<file path="src/rtl/br_res_pkg.sv">
package br_res_pkg;

  typedef enum logic [2:0] {
    BRK_NONE = 3'd0,
    BRK_EQ   = 3'd1,
    BRK_NE   = 3'd2,
    BRK_EZ   = 3'd3,
    BRK_NZ   = 3'd4
  } br_kind_e;

  function automatic logic kind_is_branch(input logic [2:0] k);
    return (k == BRK_EQ) || (k == BRK_NE) || (k == BRK_EZ) || (k == BRK_NZ);
  endfunction

  function automatic logic kind_uses_b(input logic [2:0] k);
    return (k == BRK_EQ) || (k == BRK_NE);
  endfunction

endpackage

</file>
<file path="src/rtl/br_opnd_fwd.sv">
module br_opnd_fwd #(
  parameter int XLEN  = 32,
  parameter int REG_W = 5
) (
  input  logic [REG_W-1:0] src,
  input  logic [XLEN-1:0]  rf_val,
  input  logic             exm_wr_en,
  input  logic [REG_W-1:0] exm_dst,
  input  logic             exm_is_load,
  input  logic [XLEN-1:0]  exm_result,
  input  logic             mwb_wr_en,
  input  logic [REG_W-1:0] mwb_dst,
  input  logic [XLEN-1:0]  mwb_value,
  output logic [XLEN-1:0]  opnd
);

  logic src_nz;
  logic exm_hit;
  logic mwb_hit;

  assign src_nz  = (src != '0);
  assign exm_hit = src_nz && exm_wr_en && !exm_is_load && (exm_dst == src);
  assign mwb_hit = src_nz && mwb_wr_en && (mwb_dst == src);

  always_comb begin
    if (!src_nz)      opnd = '0;
    else if (exm_hit) opnd = exm_result;
    else if (mwb_hit) opnd = mwb_value;
    else              opnd = rf_val;
  end

endmodule

</file>
<file path="src/rtl/br_hazard.sv">
module br_hazard
  import br_res_pkg::*;
#(
  parameter int REG_W = 5
) (
  input  logic             id_valid,
  input  logic [2:0]       id_kind,
  input  logic [REG_W-1:0] id_src_a,
  input  logic [REG_W-1:0] id_src_b,
  input  logic             idex_wr_en,
  input  logic [REG_W-1:0] idex_dst,
  input  logic             exm_wr_en,
  input  logic [REG_W-1:0] exm_dst,
  input  logic             exm_is_load,
  output logic             stall
);

  function automatic logic pending(input logic [REG_W-1:0] s,
                                   input logic             iw,
                                   input logic [REG_W-1:0] id,
                                   input logic             ew,
                                   input logic [REG_W-1:0] ed,
                                   input logic             el);
    logic near_hit;
    logic load_hit;
    near_hit = iw && (id == s);
    load_hit = ew && el && (ed == s);
    return (s != '0) && (near_hit || load_hit);
  endfunction

  logic use_a;
  logic use_b;
  logic wait_a;
  logic wait_b;

  assign use_a  = id_valid && kind_is_branch(id_kind);
  assign use_b  = id_valid && kind_uses_b(id_kind);
  assign wait_a = pending(id_src_a, idex_wr_en, idex_dst, exm_wr_en, exm_dst, exm_is_load);
  assign wait_b = pending(id_src_b, idex_wr_en, idex_dst, exm_wr_en, exm_dst, exm_is_load);
  assign stall  = (use_a && wait_a) || (use_b && wait_b);

endmodule

</file>
<file path="src/rtl/br_cmp.sv">
module br_cmp
  import br_res_pkg::*;
#(
  parameter int XLEN = 32
) (
  input  logic [2:0]      kind,
  input  logic [XLEN-1:0] op_a,
  input  logic [XLEN-1:0] op_b,
  output logic            cond
);

  logic same;
  logic a_zero;

  assign same   = (op_a == op_b);
  assign a_zero = (op_a == '0);

  always_comb begin
    unique case (kind)
      BRK_EQ:  cond = same;
      BRK_NE:  cond = !same;
      BRK_EZ:  cond = a_zero;
      BRK_NZ:  cond = !a_zero;
      default: cond = 1'b0;
    endcase
  end

endmodule

</file>
<file path="src/rtl/br_resolve_id.sv">
module br_resolve_id
  import br_res_pkg::*;
#(
  parameter int XLEN       = 32,
  parameter int REG_W      = 5,
  parameter int INSN_BYTES = 4
) (
  input  logic             clk,
  input  logic             rst,
  input  logic             slot_cfg_in,
  input  logic             id_valid,
  input  logic [2:0]       id_kind,
  input  logic [REG_W-1:0] id_src_a,
  input  logic [REG_W-1:0] id_src_b,
  input  logic [XLEN-1:0]  id_pc,
  input  logic [XLEN-1:0]  rf_val_a,
  input  logic [XLEN-1:0]  rf_val_b,
  input  logic             idex_wr_en,
  input  logic [REG_W-1:0] idex_dst,
  input  logic             exm_wr_en,
  input  logic [REG_W-1:0] exm_dst,
  input  logic             exm_is_load,
  input  logic [XLEN-1:0]  exm_result,
  input  logic             mwb_wr_en,
  input  logic [REG_W-1:0] mwb_dst,
  input  logic [XLEN-1:0]  mwb_value,
  output logic             br_taken,
  output logic             redirect_req,
  output logic [XLEN-1:0]  redirect_pc,
  output logic             flush_req,
  output logic             stall_req
);

  localparam int NUM_SRC = 2;
  localparam logic [XLEN-1:0] STEP_ONE = XLEN'(INSN_BYTES);
  localparam logic [XLEN-1:0] STEP_TWO = XLEN'(2 * INSN_BYTES);

  logic             slot_mode_q;
  logic [REG_W-1:0] src_num [NUM_SRC];
  logic [XLEN-1:0]  src_rf  [NUM_SRC];
  logic [XLEN-1:0]  opnd    [NUM_SRC];
  logic             stall_w;
  logic             cond_w;
  logic             resolve;

  always_ff @(posedge clk) begin
    if (rst) slot_mode_q <= 1'b0;
    else     slot_mode_q <= slot_cfg_in;
  end

  assign src_num[0] = id_src_a;
  assign src_num[1] = id_src_b;
  assign src_rf[0]  = rf_val_a;
  assign src_rf[1]  = rf_val_b;

  for (genvar g = 0; g < NUM_SRC; g++) begin : g_fwd
    br_opnd_fwd #(.XLEN(XLEN), .REG_W(REG_W)) u_fwd (
      .src         (src_num[g]),
      .rf_val      (src_rf[g]),
      .exm_wr_en   (exm_wr_en),
      .exm_dst     (exm_dst),
      .exm_is_load (exm_is_load),
      .exm_result  (exm_result),
      .mwb_wr_en   (mwb_wr_en),
      .mwb_dst     (mwb_dst),
      .mwb_value   (mwb_value),
      .opnd        (opnd[g])
    );
  end

  br_hazard #(.REG_W(REG_W)) u_haz (
    .id_valid    (id_valid),
    .id_kind     (id_kind),
    .id_src_a    (id_src_a),
    .id_src_b    (id_src_b),
    .idex_wr_en  (idex_wr_en),
    .idex_dst    (idex_dst),
    .exm_wr_en   (exm_wr_en),
    .exm_dst     (exm_dst),
    .exm_is_load (exm_is_load),
    .stall       (stall_w)
  );

  br_cmp #(.XLEN(XLEN)) u_cmp (
    .kind (id_kind),
    .op_a (opnd[0]),
    .op_b (opnd[1]),
    .cond (cond_w)
  );

  assign resolve      = id_valid && kind_is_branch(id_kind) && !stall_w;
  assign stall_req    = stall_w;
  assign br_taken     = resolve && cond_w;
  assign redirect_req = resolve && !cond_w;
  assign flush_req    = resolve && !cond_w && !slot_mode_q;
  assign redirect_pc  = id_pc + (slot_mode_q ? STEP_TWO : STEP_ONE);

endmodule

</file>
<file path="config.mk">
export PLATFORM = sky130hd
export DESIGN_NAME = br_resolve_id
export DESIGN_NICKNAME = d
export VERILOG_FILES = /design/src/rtl/br_res_pkg.sv /design/src/rtl/br_opnd_fwd.sv /design/src/rtl/br_hazard.sv /design/src/rtl/br_cmp.sv /design/src/rtl/br_resolve_id.sv
export SDC_FILE = /design/constraint.sdc
export NUM_CORES = 1
export LEC_CHECK = 0
export BUFFER_PORTS_ARGS = -buffer_cell sky130_fd_sc_hd__buf_2
export CORE_UTILIZATION = 45
export CTS_CLUSTER_DIAMETER = 60
export DETAILED_ROUTE_END_ITERATION = 7
export PLACE_DENSITY = 0.83
export SYNTH_ARGS = -nofsm -noshare
export SYNTH_HDL_FRONTEND = slang
export SYNTH_SLANG_ARGS = --single-unit
</file>
<file path="constraint.sdc">
create_clock -name clk -period 3.9 [get_ports clk]
set_clock_uncertainty 0.2 [all_clocks]
set_input_delay 0 -clock clk [delete_from_list [all_inputs] [get_ports clk]]
set_output_delay 0 -clock clk [all_outputs]
set_load 0.02 [all_outputs]
</file>
# After elaboration in Yosys (flattened, before gate mapping)
# Cells that the tools add are included.
[op_classes]
addsub = 1
eq_ne = 11
muxes = 8
n_reduce_logical = 40
[op_table]
columns = ["cell", "count"]
rows = [
  ["$mux W32", 6],
  ["$add A32 B4 Y32", 1],
  ["$eq A32 B32 Y1", 1],
  ["$logic_not A32 Y1", 1],
  ["$eq A5 B5 Y1", 6],
  ["$logic_and A1 B1 Y1", 25],
  ["$reduce_bool A5 Y1", 2],
  ["$eq A3 B2 Y1 const B", 2],
  ["$logic_not A1 Y1", 6],
  ["$logic_or A1 B1 Y1", 6],
  ["$mux W4", 1],
  ["$pmux W1 S4", 1],
  ["$eq A3 B1 Y1 const B", 1],
  ["$eq A3 B3 Y1 const B", 1],
]
[totals]
reg_bits = 1

# Logic depth before layout (Yosys ltp)
[depth]
depth_word = 12
mapped_depth = 13
ltp_nobuf = 11

# Modules after synthesis
# Synthesis repeated with hierarchy kept, for this count alone.
[hier_totals]
hier_cells = 454
area_unflattened_um2 = 3664.8
[modules_own_cells]
columns = ["module", "n_inst", "cells_each", "area_per_inst_um2", "seq_area_each_um2"]
rows = [
  ["br_opnd_fwd", 2, 131, 1104.8, 0.0],
  ["br_resolve_id", 1, 94, 694.4, 20.0],
  ["br_cmp", 1, 60, 469.2, 0.0],
  ["br_hazard", 1, 38, 291.5, 0.0],
]

# Least setup slack after synthesis
# No wires, ideal clock.
[synth_timing]
path_kind = "input-to-output"
from = "input port id_src_a[1]"
to = "output port redirect_req"
arrival_ps = 2802
required_time_ps = 3700
setup_slack_ps = 898
stages = 12
n_path_buf = 2
cell_sequence = "or4_4 -> o211ai_1 -> buf_2 -> clkbuf_1 -> o21ai_0 -> a311oi_1 -> xnor2_1 -> nand3_1 -> nor4_1 -> nand4_1 -> mux2i_1 -> nor3_1"
[synth_between]
elab_chain_len = 11
elab_cells_between_ends = 27
[synth_rtl]
columns = ["item", "line_no", "text"]
rows = [
  ["from (decl)", "br_resolve_id.sv:13", "input logic [REG_W-1:0] id_src_a,"],
  ["$reduce_bool A5 Y1", "br_opnd_fwd.sv:21, br_hazard.sv:28", ""],
  ["$logic_and A1 B1 Y1 (on tied branches) (2 in series)", "br_opnd_fwd.sv:23, br_opnd_fwd.sv:22", ""],
  ["$mux W32 or $logic_and A1 B1 Y1 (tied branches)", "br_opnd_fwd.sv:28, br_opnd_fwd.sv:22", ""],
  ["$mux W32", "br_opnd_fwd.sv:27", "else if (exm_hit) opnd = exm_result;"],
  ["$mux W32", "br_opnd_fwd.sv:26", "if (!src_nz) opnd = '0;"],
  ["$eq A32 B32 Y1 or $logic_not A32 Y1 (tied branches)", "br_cmp.sv:15, br_cmp.sv:16", ""],
  ["$logic_not A1 Y1 (on tied branches)", "br_cmp.sv:21, br_cmp.sv:23", ""],
  ["$pmux W1 S4", "br_cmp.sv:19", "unique case (kind)"],
  ["$logic_not A1 Y1", "br_resolve_id.sv:94", "assign redirect_req = resolve && !cond_w;"],
  ["$logic_and A1 B1 Y1 *", "br_resolve_id.sv:94", ""],
  ["to (decl)", "br_resolve_id.sv:28", "output logic redirect_req,"],
]
# Every way passes the cells marked *; elsewhere a longest branch is shown, timed or not.

# Worst setup path in the final report
[layout_timing]
from = "input port id_src_b[4]"
to = "output port br_taken"
[layout_between]
elab_chain_len = 10
elab_cells_between_ends = 24
[layout_rtl]
columns = ["item", "line_no", "text"]
rows = [
  ["from (decl)", "br_resolve_id.sv:14", "input logic [REG_W-1:0] id_src_b,"],
  ["$reduce_bool A5 Y1", "br_opnd_fwd.sv:21, br_hazard.sv:28", ""],
  ["$logic_and A1 B1 Y1 (on tied branches) (2 in series)", "br_opnd_fwd.sv:23, br_opnd_fwd.sv:22", ""],
  ["$mux W32 or $logic_and A1 B1 Y1 (tied branches)", "br_opnd_fwd.sv:28, br_opnd_fwd.sv:22", ""],
  ["$mux W32", "br_opnd_fwd.sv:27", ""],
  ["$mux W32", "br_opnd_fwd.sv:26", ""],
  ["$eq A32 B32 Y1", "br_cmp.sv:15", "assign same = (op_a == op_b);"],
  ["$logic_not A1 Y1", "br_cmp.sv:21", "BRK_NE: cond = !same;"],
  ["$pmux W1 S4", "br_cmp.sv:19", ""],
  ["$logic_and A1 B1 Y1 *", "br_resolve_id.sv:93", "assign br_taken = resolve && cond_w;"],
  ["to (decl)", "br_resolve_id.sv:27", "output logic br_taken,"],
]
# Marks and branches as above.

==> flow_summary.toml <==
[run_status]
status = "completed"

[setup_path]
startpoint_type = "input port"
cp_max_fo = 26
worstPathRequired_ns = 3.70
crit_start = "id_src_b[4]"
critical_path_class = "input port to output pin"
end_kind = "output pin"
arrival_ns = 3.43

[placement]
place_inst = 893
gp_congestion = 0.955
pre_cts_slack_ns = 0.322
io_buffers = 227
place_hpwl_um = 13900

[cells_and_area]
regMostFlops = "slot_mode_q"
reg_top3 = "slot_mode_q: 1 flops"
largest_reg_flops = 1
fin_util = 0.615
diodes = 0
fin_cells = 896
fin_nets = 992
drive_gt1_frac = 0.335
fillers = 785
syn_to_final_growth_pct = 32.5

[synth]
synthDistinctLibCells = 65
syn-num-nets = 790
synth_area_leaders = "xnor2_1 13%, nand3_1 6.6%, a311oi_1 6.0%"
synth_top_cell_by_area = "xnor2_1"
avgSynthCellArea_um2 = 6.43
netlist_instances = 591
async_flop_share = 0
ys_warn_count = 0
synth_edf_count = 0
yosysMostFrequentCell = "xnor2_1"
ys_seq_area_frac = 0.00527
ys_dominant_reg_cell = "dfxtp_1"
synthTopCellsByCount = "57 x xnor2_1, 50 x nand3_1, 39 x o21ai_0"
ys_ff_latch = 1
synth_area_mm2 = 0.00380
yosysTopAreaCellShare = 0.131

[floorplan]
core-area_mm2 = 0.00818
die_width_um = 93.9
io_pins = 232
die_h_um = 93.9
die-area_mm2 = 0.00881
initial_core_util = 0.464
num_rows = 33

[global_routing]
grt_pass1_wl_um = 28300
overflow = 0
antenna_found_initial = 0
grt_max_degree = 48
grt_pass1_vias = 5712
grt_util_all_layers = 0.399

[min_path]
worstHoldStart = "slot_cfg_in"
hold_path.class = "input port to flop"

[drt]
drtIter0Drc = 869
routed_wl_um = 18200
via_per_inst = 6.84
final_antenna_net_count = 0
post_drt_wl_per_cell_um = 20.3
dr.pass1.iters = 5
vias = 6125
drc = 0

[cts]
cts_setup_buffers = 0
clkTransAtPathRegs_ns = 0

[timing]
hold_viol = 0
tightestPinTransition_ns = 0.987
fin_crit_ns = 3.63
fin_hold_ws_ns = 0.0369
max_slew_margin = 0.342
setup_slack_ns = 0.271
fin_tns_setup_ns = 0
period_share = 0.930
fmax_mhz = 276
finalSetupViolCount = 0
slew_viol_final = 0
rsz0062_at_grt = "no"

[flow_run]
drv_cap = 0

[power]
leakage_nw = 2.02
ir_drop_mv = 0.0968
p_per_area_mw_per_mm2 = 116
-- power by group --
group,internal [W],total (W),switching [W]
clock network,0,0,0
logic,0.000227,0.000574,0.000346
registers,0.0000110,0.0000116,0.000000547
total,0.000238,0.000585,0.000347
-- cells by family after synthesis --
group           synth area share
simple gates               0.373
compound gates             0.335
xor+xnor                   0.189
buf+inv                   0.0731
mux                       0.0132
fa+ha+maj                 0.0119
flops                    0.00527
-- metrics by stage --
stage	instance area, um^2	power (W)
2_1_floorplan	3800	0.000318
3_5_place_dp	5000	0.000561
3_3_place_gp	5000	0.000553
4_1_cts	5030	0.000567
5_1_grt	5030	0.000621
6_report	5030	0.000585
-- cell type report --
class,instances,area (um^2),area share
multi-input combinational,530,3510,0.698
tap,105,131,0.0261
timing repair buffer,254,1350,0.268
inverter,6,22.5,0.00448
sequential,1,20.0,0.00398
-- worst paths after layout --
path,slack (ns),cells past startpoint,end
hold / removal,0.04,2,slot_mode_q
setup / recovery,0.27,13,br_taken
-- placed cells by master, fill, tap and decap left out, drive strengths merged, types with 2 or more instances in the layout --
master	synthesis	final
buf	21	251
xnor2	57	57
nand3	50	50
o21ai	43	43
nand4	36	36
nor3	36	36
nand2	34	34
o31ai	33	33
nor2	31	31
a311oi	26	26
xor2	25	25
a21oi	24	24
nor4	24	24
a31oi	17	17
and3	13	13
or4	12	12
o41ai	11	11
inv	6	6
mux2i	5	5
o211ai	5	5
a211oi	4	4
nand2b	3	3
nor2b	3	3
o31a	3	3
dlygate4sd3	0	3
and2	3	3
and4	3	3
or2	3	3
a41o	2	2
or3	2	2
a22oi	2	2
ha	2	2
-- worst max-delay path, stage by stage --
cell and delay, ns:
buf_2 0.14, xor2_1 0.19, or4b_1 0.52, buf_4 0.25
nor3_2 0.55, a211oi_1 0.19, o31ai_1 0.28, nand3_1 0.10
nor4_1 0.34, nand4_1 0.22, mux2i_1 0.32, o21ba_1 0.16
buf_2 0.16
-- routing by layer --
metal  part of all wire  GRT usage  wire length (um)  vias to the layer above
met2               0.44      0.645              8080                      539
met5                  0          0                 0                        -
met1               0.38      0.528              6980                     2749
li1                   -          -                 -                     2737
met4              0.050      0.176               909                        0
met3               0.12     0.0485              2260                      100
-- what timing repair did --
action,in CTS,in global routing
hold buffers,3,0
setup endpoints to repair,0,1
gates resized for setup,0,1
endpoints found under the hold margin,3,0
No activity file was read; power rests on OpenSTA's default activity.
